File: src/rtl/pixel_pkg.sv
package pixel_pkg;
  localparam int CNT_W_DEF  = 20;
  localparam int TRIM_W_DEF = 6;
  localparam int SYNC_DEF   = 2;

  typedef enum logic [1:0] {
    MODE_IDLE  = 2'd0,
    MODE_COUNT = 2'd1,
    MODE_SHIFT = 2'd2,
    MODE_PROG  = 2'd3
  } pix_mode_e;
endpackage

File: src/rtl/pixel_hit_sync.sv
module pixel_hit_sync #(
  parameter int STAGES = 2
) (
  input  logic clk,
  input  logic rst_n,
  input  logic async_i,
  output logic rise_o
);
  logic [STAGES-1:0] stage_q;
  logic              last_q;

  genvar gi;
  generate
    for (gi = 0; gi < STAGES; gi++) begin : g_stage
      if (gi == 0) begin : g_first
        always_ff @(posedge clk or negedge rst_n) begin
          if (!rst_n) stage_q[0] <= 1'b0;
          else        stage_q[0] <= async_i;
        end
      end else begin : g_next
        always_ff @(posedge clk or negedge rst_n) begin
          if (!rst_n) stage_q[gi] <= 1'b0;
          else        stage_q[gi] <= stage_q[gi-1];
        end
      end
    end
  endgenerate

  always_ff @(posedge clk or negedge rst_n) begin
    if (!rst_n) last_q <= 1'b0;
    else        last_q <= stage_q[STAGES-1];
  end

  assign rise_o = stage_q[STAGES-1] & ~last_q;
endmodule

File: src/rtl/pixel_count_shift.sv
module pixel_count_shift
  import pixel_pkg::*;
#(
  parameter int CNT_W = CNT_W_DEF
) (
  input  logic             clk,
  input  logic             rst_n,
  input  pix_mode_e        mode_i,
  input  logic             inc_i,
  output logic [CNT_W-1:0] cnt_o
);
  localparam logic [CNT_W-1:0] CNT_MAX = {CNT_W{1'b1}};

  logic [CNT_W-1:0] cnt_q;

  always_ff @(posedge clk or negedge rst_n) begin
    if (!rst_n) begin
      cnt_q <= '0;
    end else begin
      case (mode_i)
        MODE_COUNT: if (inc_i && (cnt_q != CNT_MAX)) cnt_q <= cnt_q + 1'b1;
        MODE_SHIFT: cnt_q <= {cnt_q[CNT_W-2:0], 1'b0};
        default:    cnt_q <= cnt_q;
      endcase
    end
  end

  assign cnt_o = cnt_q;
endmodule

File: src/rtl/pixel_trim_reg.sv
module pixel_trim_reg #(
  parameter int TRIM_W = 6
) (
  input  logic              clk,
  input  logic              rst_n,
  input  logic              load_i,
  input  logic              bit_i,
  output logic [TRIM_W-1:0] trim_o
);
  logic [TRIM_W-1:0] trim_q;

  always_ff @(posedge clk or negedge rst_n) begin
    if (!rst_n)      trim_q <= '0;
    else if (load_i) trim_q <= {bit_i, trim_q[TRIM_W-1:1]};
  end

  assign trim_o = trim_q;
endmodule

File: src/rtl/pixel_cell.sv
module pixel_cell
  import pixel_pkg::*;
#(
  parameter int CNT_W       = CNT_W_DEF,
  parameter int TRIM_W      = TRIM_W_DEF,
  parameter int SYNC_STAGES = SYNC_DEF
) (
  input  logic              clk,
  input  logic              rst_n,
  input  logic              hit_i,
  input  logic              cnt_en_i,
  input  logic              row_sel_i,
  input  logic              col_sel_i,
  input  logic              prog_i,
  input  logic              din_i,
  output logic              dout_o,
  output logic [TRIM_W-1:0] trim_o,
  output logic              mon_sel_o
);
  pix_mode_e        mode;
  logic             hit_rise;
  logic [CNT_W-1:0] cnt_q;
  logic             addr_hit;

  assign addr_hit = row_sel_i & col_sel_i;

  always_comb begin
    if (cnt_en_i)      mode = MODE_COUNT;
    else if (!addr_hit) mode = MODE_IDLE;
    else if (prog_i)   mode = MODE_PROG;
    else               mode = MODE_SHIFT;
  end

  pixel_hit_sync #(.STAGES(SYNC_STAGES)) u_sync (
    .clk    (clk),
    .rst_n  (rst_n),
    .async_i(hit_i),
    .rise_o (hit_rise)
  );

  pixel_count_shift #(.CNT_W(CNT_W)) u_cnt (
    .clk   (clk),
    .rst_n (rst_n),
    .mode_i(mode),
    .inc_i (hit_rise),
    .cnt_o (cnt_q)
  );

  pixel_trim_reg #(.TRIM_W(TRIM_W)) u_trim (
    .clk   (clk),
    .rst_n (rst_n),
    .load_i(mode == MODE_PROG),
    .bit_i (din_i),
    .trim_o(trim_o)
  );

  assign dout_o    = (mode == MODE_SHIFT) ? cnt_q[CNT_W-1] : 1'b0;
  assign mon_sel_o = addr_hit;
endmodule

File: config.mk
export PLATFORM = sky130hd
export DESIGN_NAME = pixel_cell
export DESIGN_NICKNAME = d
export VERILOG_FILES = /design/src/rtl/pixel_pkg.sv /design/src/rtl/pixel_hit_sync.sv /design/src/rtl/pixel_count_shift.sv /design/src/rtl/pixel_trim_reg.sv /design/src/rtl/pixel_cell.sv
export SDC_FILE = /design/constraint.sdc
export NUM_CORES = 1
export LEC_CHECK = 0
export ABC_AREA = 1
export BUFFER_PORTS_ARGS = -buffer_cell sky130_fd_sc_hd__buf_2
export CAP_MARGIN = 25
export CORE_ASPECT_RATIO = 1.25
export CORE_MARGIN = 3
export CORE_UTILIZATION = 45
export DETAILED_ROUTE_END_ITERATION = 8
export HOLD_SLACK_MARGIN = 0.15
export PLACE_DENSITY_LB_ADDON = 0.2
export SYNTH_ARGS = -nofsm -noshare
export SYNTH_HDL_FRONTEND = slang
export SYNTH_SLANG_ARGS = --single-unit
File: constraint.sdc
create_clock -name clk -period 1.5 [get_ports clk]
set_input_delay 0.225 -clock clk [delete_from_list [all_inputs] [get_ports clk]]
set_output_delay 0.225 -clock clk [all_outputs]
set_load 0.05 [all_outputs]
==> impl_metrics.ini, run 1 <==
[finish]
stdcell_count = 325
nets = 294
diodes = 0
finish.utilization = 0.631
multiInputGateArea_um2 = 997
nFillCells = 331
drive_gt1_frac = 0.308
register_area_um2 = 727
syn_to_final_growth_pct = 30.5

[clock_network]
numCtsBuffers = 5
clockBufferDepth = 2
cts_root_buf = clkbuf_8
insertion_delay_ps = 280
cts_tree = yes
path_clk_slew_ps = 60
cts_htree_levels = 2
cts_sinks = 29

[grt]
grtUsageTotal = 0.197
grt_pass1_vias = 1537
grt_pass1_wl_um = 6700
overflow = 0
antenna_found_initial = 0
grt_max_degree = 30

[floorplanning]
dieArea_mm2 = 0.00466
start_util = 0.483
coreArea_mm2 = 0.00360
die_h_um = 75.6
io-pin-count = 16
chipWidth_um = 61.6
row_count = 24

[routing]
wl_met2_um = 2010
wl_met1_um = 1860
wl_per_cell_um = 12.4
drt-total-wl_um = 4030
initialDrtViolationCount = 104
top_layer = met4
route.met3.wl_um = 89
vias = 1628
drc = 0
dr.pass1.iters = 4
antenna_left = 0
viasPerCell = 5.01

[outcome]
status = finished with violations
violations = setup timing

[synth]
syn-num-nets = 246
ys_seq_elements = 29
mappedNetlistArea_mm2 = 0.00174
avgSynthCellArea_um2 = 7.35
postSynthCellCount = 237
yosys_warnings = 0
synth_cell_types = 25
ys_seq_area_frac = 0.417

[setup_path]
critPathBufInv = 1
rr_startpoint = u_cnt.cnt_o[1]$_DFFE_PN0P_
crit_type = register to register
rr_endpoint = u_cnt.cnt_o[8]$_DFFE_PN0P_
critPathRequiredTime_ps = 1720
slowest_delay_ps = 360
path_depth = 10
slowest_stage = dfrtp_1
crit_path_start_kind = register
ff2ff_setup_slack_ps = -30
startpoint = u_cnt.cnt_o[1]$_DFFE_PN0P_
endpoint = u_cnt.cnt_o[8]$_DFFE_PN0P_
path_cells = ha_2 -> nand2_2 -> nor2_4 -> nand2_2 -> nor2_4 -> nand3_2 -> nand2_4 -> buf_6 -> nand3_1 -> nand3_1
cp_max_fo = 7
crit_family = simple AND/OR/NAND/NOR gates
arrival_ps = 1750
end_kind = register
r2r_cells = 10

[sta]
fin_crit_ps = 1530
slew_headroom = 0.561
finalWorstSetupSlack_ps = -33.6
tns_ps = -214
setup_viol = 16
timing.fmax_mhz = 652
worstMarginPinSlew_ps = 658
post-route-period-util = 1.02
clock-skew-final_ps = 5.53
hold-worst-slack_ps = 174
drv_slew = 0
rsz0062_at_grt = yes
final_hold_viol_count = 0

[pwr]
power_leakage_uw = 0.00113
vdd.ir_drop.worst_v = 0.000585
p_per_area_mw_per_mm2 = 1050

[placement]
dpl.cell_count = 311
io_buffers = 15
pre_cts_slack_ps = -36.5
dp_hpwl_um = 2870
gp_congestion = 0.872

[worst_hold_path]
holdCritPathClass = primary input to register
min_path_cells = 2

[job]
drv_cap = 0
[report_power, final]
part / switching, uW / total (uW) / internal (uW)
sequential: 100 / 1020 / 918
clock: 298 / 619 / 321
combinational: 448 / 748 / 300
total: 846 / 2390 / 1540
[through the flow]
stage	total power (uW)	instance area, um^2
floorplan	1490	1750
global placement	1740	2030
detailed placement	1750	2030
CTS	2400	2190
global route	2550	2270
finish	2390	2270
[metal layers]
layer | up-vias | global-route usage
met5 | - | 0
li1 | 844 | -
met1 | 761 | 0.245
met2 | 17 | 0.319
met3 | 6 | 0.0508
met4 | 0 | 0.0873
[layout by cell type, fill, tap and decap left out]
cell,synthesis,final
a21oi_1,2,2
and2_1,1,1
and3b_1,1,1
buf_2,1,15
buf_4,1,29
buf_6,2,2
clkbuf_1,3,1
clkbuf_8,0,5
clkinv_2,0,2
dfrtp_1,29,28
dfrtp_2,0,1
dlygate4sd3_1,0,2
ha_2,0,1
inv_1,19,19
inv_8,0,1
mux2_2,2,2
nand2_1,76,75
nand2_2,3,4
nand2_4,2,2
nand3_1,45,29
nand3_2,1,16
nand3_4,0,1
nor2_1,21,18
nor2_2,2,4
nor2_4,1,2
nor3_1,1,1
o21ai_0,8,8
o21ai_2,1,1
xnor2_1,7,7
xor2_1,6,6
[cell type report]
type,instances,area share
clock buffers,6,0.0319
flip-flops and latches,29,0.320
well taps,39,0.0215
clock inverters,2,0.00440
inverters,20,0.0363
repair buffers,48,0.147
multi-input cells,181,0.439
[registers in the layout, summed over array words and instances, names as in the netlist]
name / flops
u_cnt.cnt_o: 20
u_trim.trim_o: 6
u_sync.stage_q: 2
u_sync.last_q: 1
[worst reg2reg max path: stages (launching register included)]
cell and delay, ps:
dfrtp_1 360, ha_2 200, nand2_2 70, nor2_4 90
nand2_2 80, nor2_4 100, nand3_2 90, nand2_4 170
buf_6 170, nand3_1 70, nand3_1 70
[synthesized netlist by cell type]
cell | n | share of area
a21oi_1 | 2 | 0.0057
and2_1 | 1 | 0.0036
and3b_1 | 1 | 0.0050
buf_2 | 1 | 0.0029
buf_4 | 1 | 0.0043
buf_6 | 2 | 0.013
clkbuf_1 | 3 | 0.0065
dfrtp_1 | 29 | 0.42
ha_1 | 1 | 0.0072
inv_1 | 19 | 0.041
inv_4 | 1 | 0.0036
mux2_2 | 2 | 0.013
nand2_1 | 76 | 0.16
nand2_2 | 3 | 0.011
nand2_4 | 2 | 0.013
nand3_1 | 45 | 0.13
nand3_2 | 1 | 0.0057
nor2_1 | 21 | 0.045
nor2_2 | 2 | 0.0072
nor2_4 | 1 | 0.0065
nor3_1 | 1 | 0.0029
o21ai_0 | 8 | 0.023
o21ai_2 | 1 | 0.0050
xnor2_1 | 7 | 0.035
xor2_1 | 6 | 0.030
[logic make-up after synthesis]
logic type               share of synthesized area
buffers and inverters                       0.0711
adder cells (fa/ha/maj)                    0.00718
XOR/XNOR                                    0.0654
AND/OR/NAND/NOR                              0.393
AO/OA/AOI/OAI                               0.0338
multiplexers                                0.0129
flip-flops                                   0.417
[worst min path at each step]
stage,from,endpoint
after floorplan,rst_n,u_cnt.cnt_o[0]$_DFFE_PN0P_
after global placement,rst_n,u_cnt.cnt_o[9]$_DFFE_PN0P_
after detailed placement,rst_n,u_cnt.cnt_o[18]$_DFFE_PN0P_
after global routing,din_i,u_trim.trim_o[5]$_DFFE_PN0N_
final,din_i,u_trim.trim_o[5]$_DFFE_PN0N_
after CTS,din_i,u_trim.trim_o[5]$_DFFE_PN0N_
[timing repair]
action                                  in CTS  in global routing
endpoints found under the hold margin       30                  0
gates cloned                                 0                  0
hold buffers                                 2                  0
pin swaps                                    1                  4
resized for setup                            8                 18
buffers inserted                             4                  0
endpoints found under the setup margin      18                 20
No activity file was read; power rests on OpenSTA's default activity.
==> inputs of run 2 (changes only) <==
CELL_PAD_IN_SITES_DETAIL_PLACEMENT = 1   (was unset)
CELL_PAD_IN_SITES_GLOBAL_PLACEMENT = 1   (was unset)
CORE_UTILIZATION = 39   (was 45)
==> run 2 against run 1 <==
The run still ends with setup timing left; sequential cell count unchanged; non-clock buffer count grew 2; register-to-register slack lost 30 ps; routed wire length rose by 28%; fmax is 2.1% lower; utilization shrank 7.6 points; highest routed layer unchanged; critical endpoint is now u_cnt.cnt_o[1]$_DFFE_PN0P_.
==> impl_metrics.ini, run 2 (synthesis results as in run 1) <==
[floorplanning]
io-pin-count = 16
row_count = 26
start_util = 0.415
die_h_um = 80.7
chipWidth_um = 65.8
dieArea_mm2 = 0.00531
coreArea_mm2 = 0.00420

[pwr]
p_int_uw = 1550
swShare = 0.367
total_power_uw = 2450
power_frac_clock = 0.255
p_sw_uw = 900
vdd.ir_drop.worst_v = 0.000729
pwr-share-seq = 0.419
p_per_area_mw_per_mm2 = 1050
power_leakage_uw = 0.00113
power_frac_comb = 0.326

[sta]
slew_headroom = 0.537
post-route-period-util = 1.04
rsz0062_at_grt = yes
hold-worst-slack_ps = 173
drv_slew = 0
clock-skew-final_ps = 3.43
final_hold_viol_count = 0
setup_viol = 19
fin_crit_ps = 1570
worstMarginPinSlew_ps = 694
finalWorstSetupSlack_ps = -66.9
timing.fmax_mhz = 638

[routing]
dr.pass1.iters = 4
drt-total-wl_um = 5170
antenna_left = 0
viasPerCell = 5.02
drc = 0
initialDrtViolationCount = 48
wl_per_cell_um = 15.0
vias = 1727

[placement]
pre_cts_slack_ps = -76.1
gp_congestion = 0.800
io_buffers = 15
dp_hpwl_um = 3520
placed_cell_area_mm2 = 0.00206

[worst_hold_path]
holdCritPathClass = primary input to register

[grt]
overflow = 0
grt_pass1_vias = 1885
grt_pass1_wl_um = 8730
grtUsageTotal = 0.224
antenna_found_initial = 0
grt_max_degree = 30

[finish]
drive_gt1_frac = 0.306
nFillCells = 548
nets = 296
layout_common_cells = nand2_1, nand3_1, buf_4
diodes = 0
largest_reg_flops = 20
design_area_mm2 = 0.00233
final_common_cell = nand2_1
syn_to_final_growth_pct = 33.6

[clock_network]
cts_htree_levels = 2
cts_sinks = 29
clockBufferDepth = 2
insertion_delay_ps = 280
cts_root_buf = clkbuf_8
cts_tree = yes
path_clk_slew_ps = 60
numCtsBuffers = 5

[outcome]
status = finished with violations
violations = setup timing

[job]
drv_cap = 0

[setup_path]
critPathRequiredTime_ps = 1680
crit_path_start_kind = register
arrival_ps = 1740
end_kind = register
ff2ff_setup_slack_ps = -70
cp_max_fo = 8
crit_type = register to register
## run 2: metal layers
metal | GRT usage | up-vias | share of wire
li1 | - | 850 | -
met1 | 0.247 | 853 | 0.42
met2 | 0.411 | 17 | 0.54
met3 | 0.0462 | 7 | 0.022
met4 | 0.0871 | 0 | 0.017
met5 | 0 | - | 0
## run 2: repair_timing
item / in CTS / in global routing
hold buffers: 2 / 0
endpoints found under the hold margin: 30 / 0
setup endpoints to repair: 19 / 20
pin swaps: 3 / 7
setup buffers: 5 / 0
gates resized for setup: 10 / 17
## run 2: area by class of cell
| cell class | count | area, um^2 | area share |
|---|---|---|---|
| inverter | 20 | 82.6 | 0.0355 |
| clock buffer | 6 | 72.6 | 0.0312 |
| clock inverter | 2 | 10.0 | 0.00430 |
| tap | 56 | 70.1 | 0.0301 |
| timing repair buffer | 50 | 363 | 0.156 |
| multi-input combinational | 181 | 1000 | 0.431 |
| sequential | 29 | 727 | 0.312 |
## run 2: power groups by stage
stage               combinational (uW)  sequential [uW]  clock [uW]
detailed placement                 746             1040           0
floorplan                          272             1210           0
global route                       879             1050         689
finish                             799             1030         625
CTS                                785             1030         647
global placement                   732             1030           0
## run 2: metrics by stage
step / utilization / cells / TNS [ps]
6_report: 0.555 / 344 / -667
5_1_grt: 0.555 / 344 / -2770
4_1_cts: 0.536 / 344 / -652
3_5_place_dp: 0.490 / 329 / -796
3_3_place_gp: 0.490 / 329 / 0
2_1_floorplan: - / 237 / -2.27
## run 2: path summary, 6_finish.rpt
path,from,end,depth (start not counted)
hold / removal,din_i,u_trim.trim_o[5]$_DFFE_PN0N_,2
max in group asynchronous,rst_n,u_cnt.cnt_o[7]$_DFFE_PN0P_,2
hold reg to reg,u_sync.stage_q[0]$_DFF_PN0_,u_sync.stage_q[1]$_DFF_PN0_,0
min in group asynchronous,rst_n,u_cnt.cnt_o[15]$_DFFE_PN0P_,2
setup / recovery,u_cnt.cnt_o[1]$_DFFE_PN0P_,u_cnt.cnt_o[1]$_DFFE_PN0P_,11
setup reg to reg,u_cnt.cnt_o[1]$_DFFE_PN0P_,u_cnt.cnt_o[1]$_DFFE_PN0P_,11
## run 2: worst max-delay path, cell delays in order (launching register included)
cell     delay (ps)
dfrtp_1         370
ha_2            200
nand2_2          70
nor2_4           90
nand2_2          80
nor2_4          130
nand3_4         100
nand2_8         140
buf_12          120
nand2_8          50
nand2_2          60
nand2_1          50
==> inputs of run 3 (changes only) <==
PLACE_DENSITY = 0.75   (was unset)
PLACE_DENSITY_LB_ADDON = unset   (was 0.2)
==> run 3 against run 2 <==
Non-clock buffer count grew 3; via count grew 4.8%; hold slack lost 9.7 ps; sequential cell count is the same; sequential share of layout area shrank 2.3 points; routed wire length grew 15%; design area grew 7.7%; register-to-register slack lost 60 ps; critical path depth shrank 4; critical endpoint is now u_cnt.cnt_o[6]$_DFFE_PN0P_; first-iteration DRC count grew 63%; clock power grew 2%; the flow still finishes with violations (setup timing); clock skew grew 6.8 ps.
==> impl_metrics.ini, run 3 (synthesis results as in run 1) <==
[floorplanning]
chipWidth_um = 65.8
die_h_um = 80.7
io-pin-count = 16
coreArea_mm2 = 0.00420
dieArea_mm2 = 0.00531
start_util = 0.415
row_count = 26

[outcome]
status = finished with violations
violations = setup timing

[routing]
drt-total-wl_um = 5950
viasPerCell = 5.19
drc = 0
dr.pass1.iters = 4
vias = 1810
wl_per_cell_um = 17.0
initialDrtViolationCount = 78
antenna_left = 0

[grt]
grt_pass1_vias = 1944
antenna_found_initial = 0
grt_max_degree = 30
overflow = 0
grt_pass1_wl_um = 9570
grtUsageTotal = 0.240

[placement]
dpl.cell_count = 332
dp_hpwl_um = 3600
gp_congestion = 0.891
io_buffers = 15

[clock_network]
cts_htree_levels = 2
cts_tree = yes
insertion_delay_ps = 290
cts_sinks = 29
clockBufferDepth = 2
cts_root_buf = clkbuf_8
path_clk_slew_ps = 60
numCtsBuffers = 5

[setup_path]
crit_type = register to register
arrival_ps = 1860
cp_max_fo = 6
end_kind = register
crit_path_start_kind = register
critPathRequiredTime_ps = 1730

[pwr]
vdd.ir_drop.worst_v = 0.000730
p_per_area_mw_per_mm2 = 1020
power_leakage_uw = 0.00127

[sta]
setup_viol = 20
clock-skew-final_ps = 10.2
drv_slew = 0
fin_crit_ps = 1630
worstMarginPinSlew_ps = 666
timing.fmax_mhz = 613
post-route-period-util = 1.09
rsz0062_at_grt = yes
final_hold_viol_count = 0
finalWorstSetupSlack_ps = -131
slew_headroom = 0.556

[finish]
layout_common_cells = nand2_1, buf_4, nand3_2, dfrtp_1, inv_1
nets = 301
stdcell_count = 349
diodes = 0
final_common_cell = nand2_1
finish.utilization = 0.597
drive_gt1_frac = 0.413
syn_to_final_growth_pct = 43.9
largest_reg_flops = 20

[worst_hold_path]
holdCritPathClass = primary input to register

[job]
drv_cap = 0
==> run 3: cell types whose count changed in the layout (fill, tap and decap cells not counted), sizes merged <==
cell	previous run	this run
nand2	81	82
buf	48	51
inv	20	21
==> run 3: where the power goes <==
part | total [uW] | internal (uW) | switching (uW)
clock network | 637 | 321 | 316
registers | 1030 | 917 | 114
logic | 894 | 351 | 543
total | 2560 | 1590 | 973
==> run 3: what timing repair did <==
item / 4_1_cts / 5_1_grt
cloned: 2 / 0
setup buffers: 5 / 0
gates resized for setup: 24 / 37
setup endpoints to repair: 20 / 20
pin swaps: 17 / 16
hold buffers: 2 / 0
hold endpoints to repair: 30 / 0
==> run 3: critical path, stage by stage, from the launching register on <==
cell and delay, ps:
dfrtp_1 490, nand2_1 150, nor2_1 300, nand3_4 170, nand2_8 170, buf_6 150, nand3_2 80, nand3_2 60
==> run 3: area by class of cell <==
cell class | count | area, um^2
Fill cell | 521 | 1690
Timing Repair Buffer | 53 | 384
Clock inverter | 2 | 10.0
Sequential cell | 29 | 726
Tap cell | 56 | 70.1
Clock buffer | 6 | 72.6
Multi-Input combinational cell | 182 | 1150
Timing Repair inverter | 1 | 8.76
Inverter | 20 | 87.6
==> run 3: metal layers <==
metal	GRT usage	share of wire
met5	0	0
met4	0.0913	0.018
met3	0.0448	0.030
met2	0.426	0.54
met1	0.283	0.41
==> run 3: final timing paths <==
kind | cells after the start | endpoint | from | slack, ps
worst max-delay path | 7 | u_cnt.cnt_o[6]$_DFFE_PN0P_ | u_cnt.cnt_o[12]$_DFFE_PN0P_ | -130
worst min-delay path | 2 | u_trim.trim_o[5]$_DFFE_PN0N_ | din_i | 160
worst max register to register | 7 | u_cnt.cnt_o[6]$_DFFE_PN0P_ | u_cnt.cnt_o[12]$_DFFE_PN0P_ | -130
worst min register to register | 0 | u_sync.stage_q[1]$_DFF_PN0_ | u_sync.stage_q[0]$_DFF_PN0_ | 360
max in group asynchronous | 2 | u_cnt.cnt_o[12]$_DFFE_PN0P_ | rst_n | 550
min in group asynchronous | 2 | u_cnt.cnt_o[17]$_DFFE_PN0P_ | rst_n | 510
==> run 3: per-stage QoR <==
| step | setup TNS [ps] | power (uW) | setup WS, ps | hold WS, ps | area (um^2) |
|---|---|---|---|---|---|
| 2_1_floorplan | -2.27 | 1490 | -2.27 | -70.6 | 1750 |
| 3_3_place_gp | 0 | 1770 | 5.23 | 294 | 2080 |
| 3_5_place_dp | -2220 | 1800 | -140 | 307 | 2080 |
| 4_1_cts | -1220 | 2520 | -80.0 | 160 | 2340 |
| 5_1_grt | -3540 | 2700 | -218 | 168 | 2510 |
| 6_report | -1900 | 2560 | -131 | 163 | 2510 |
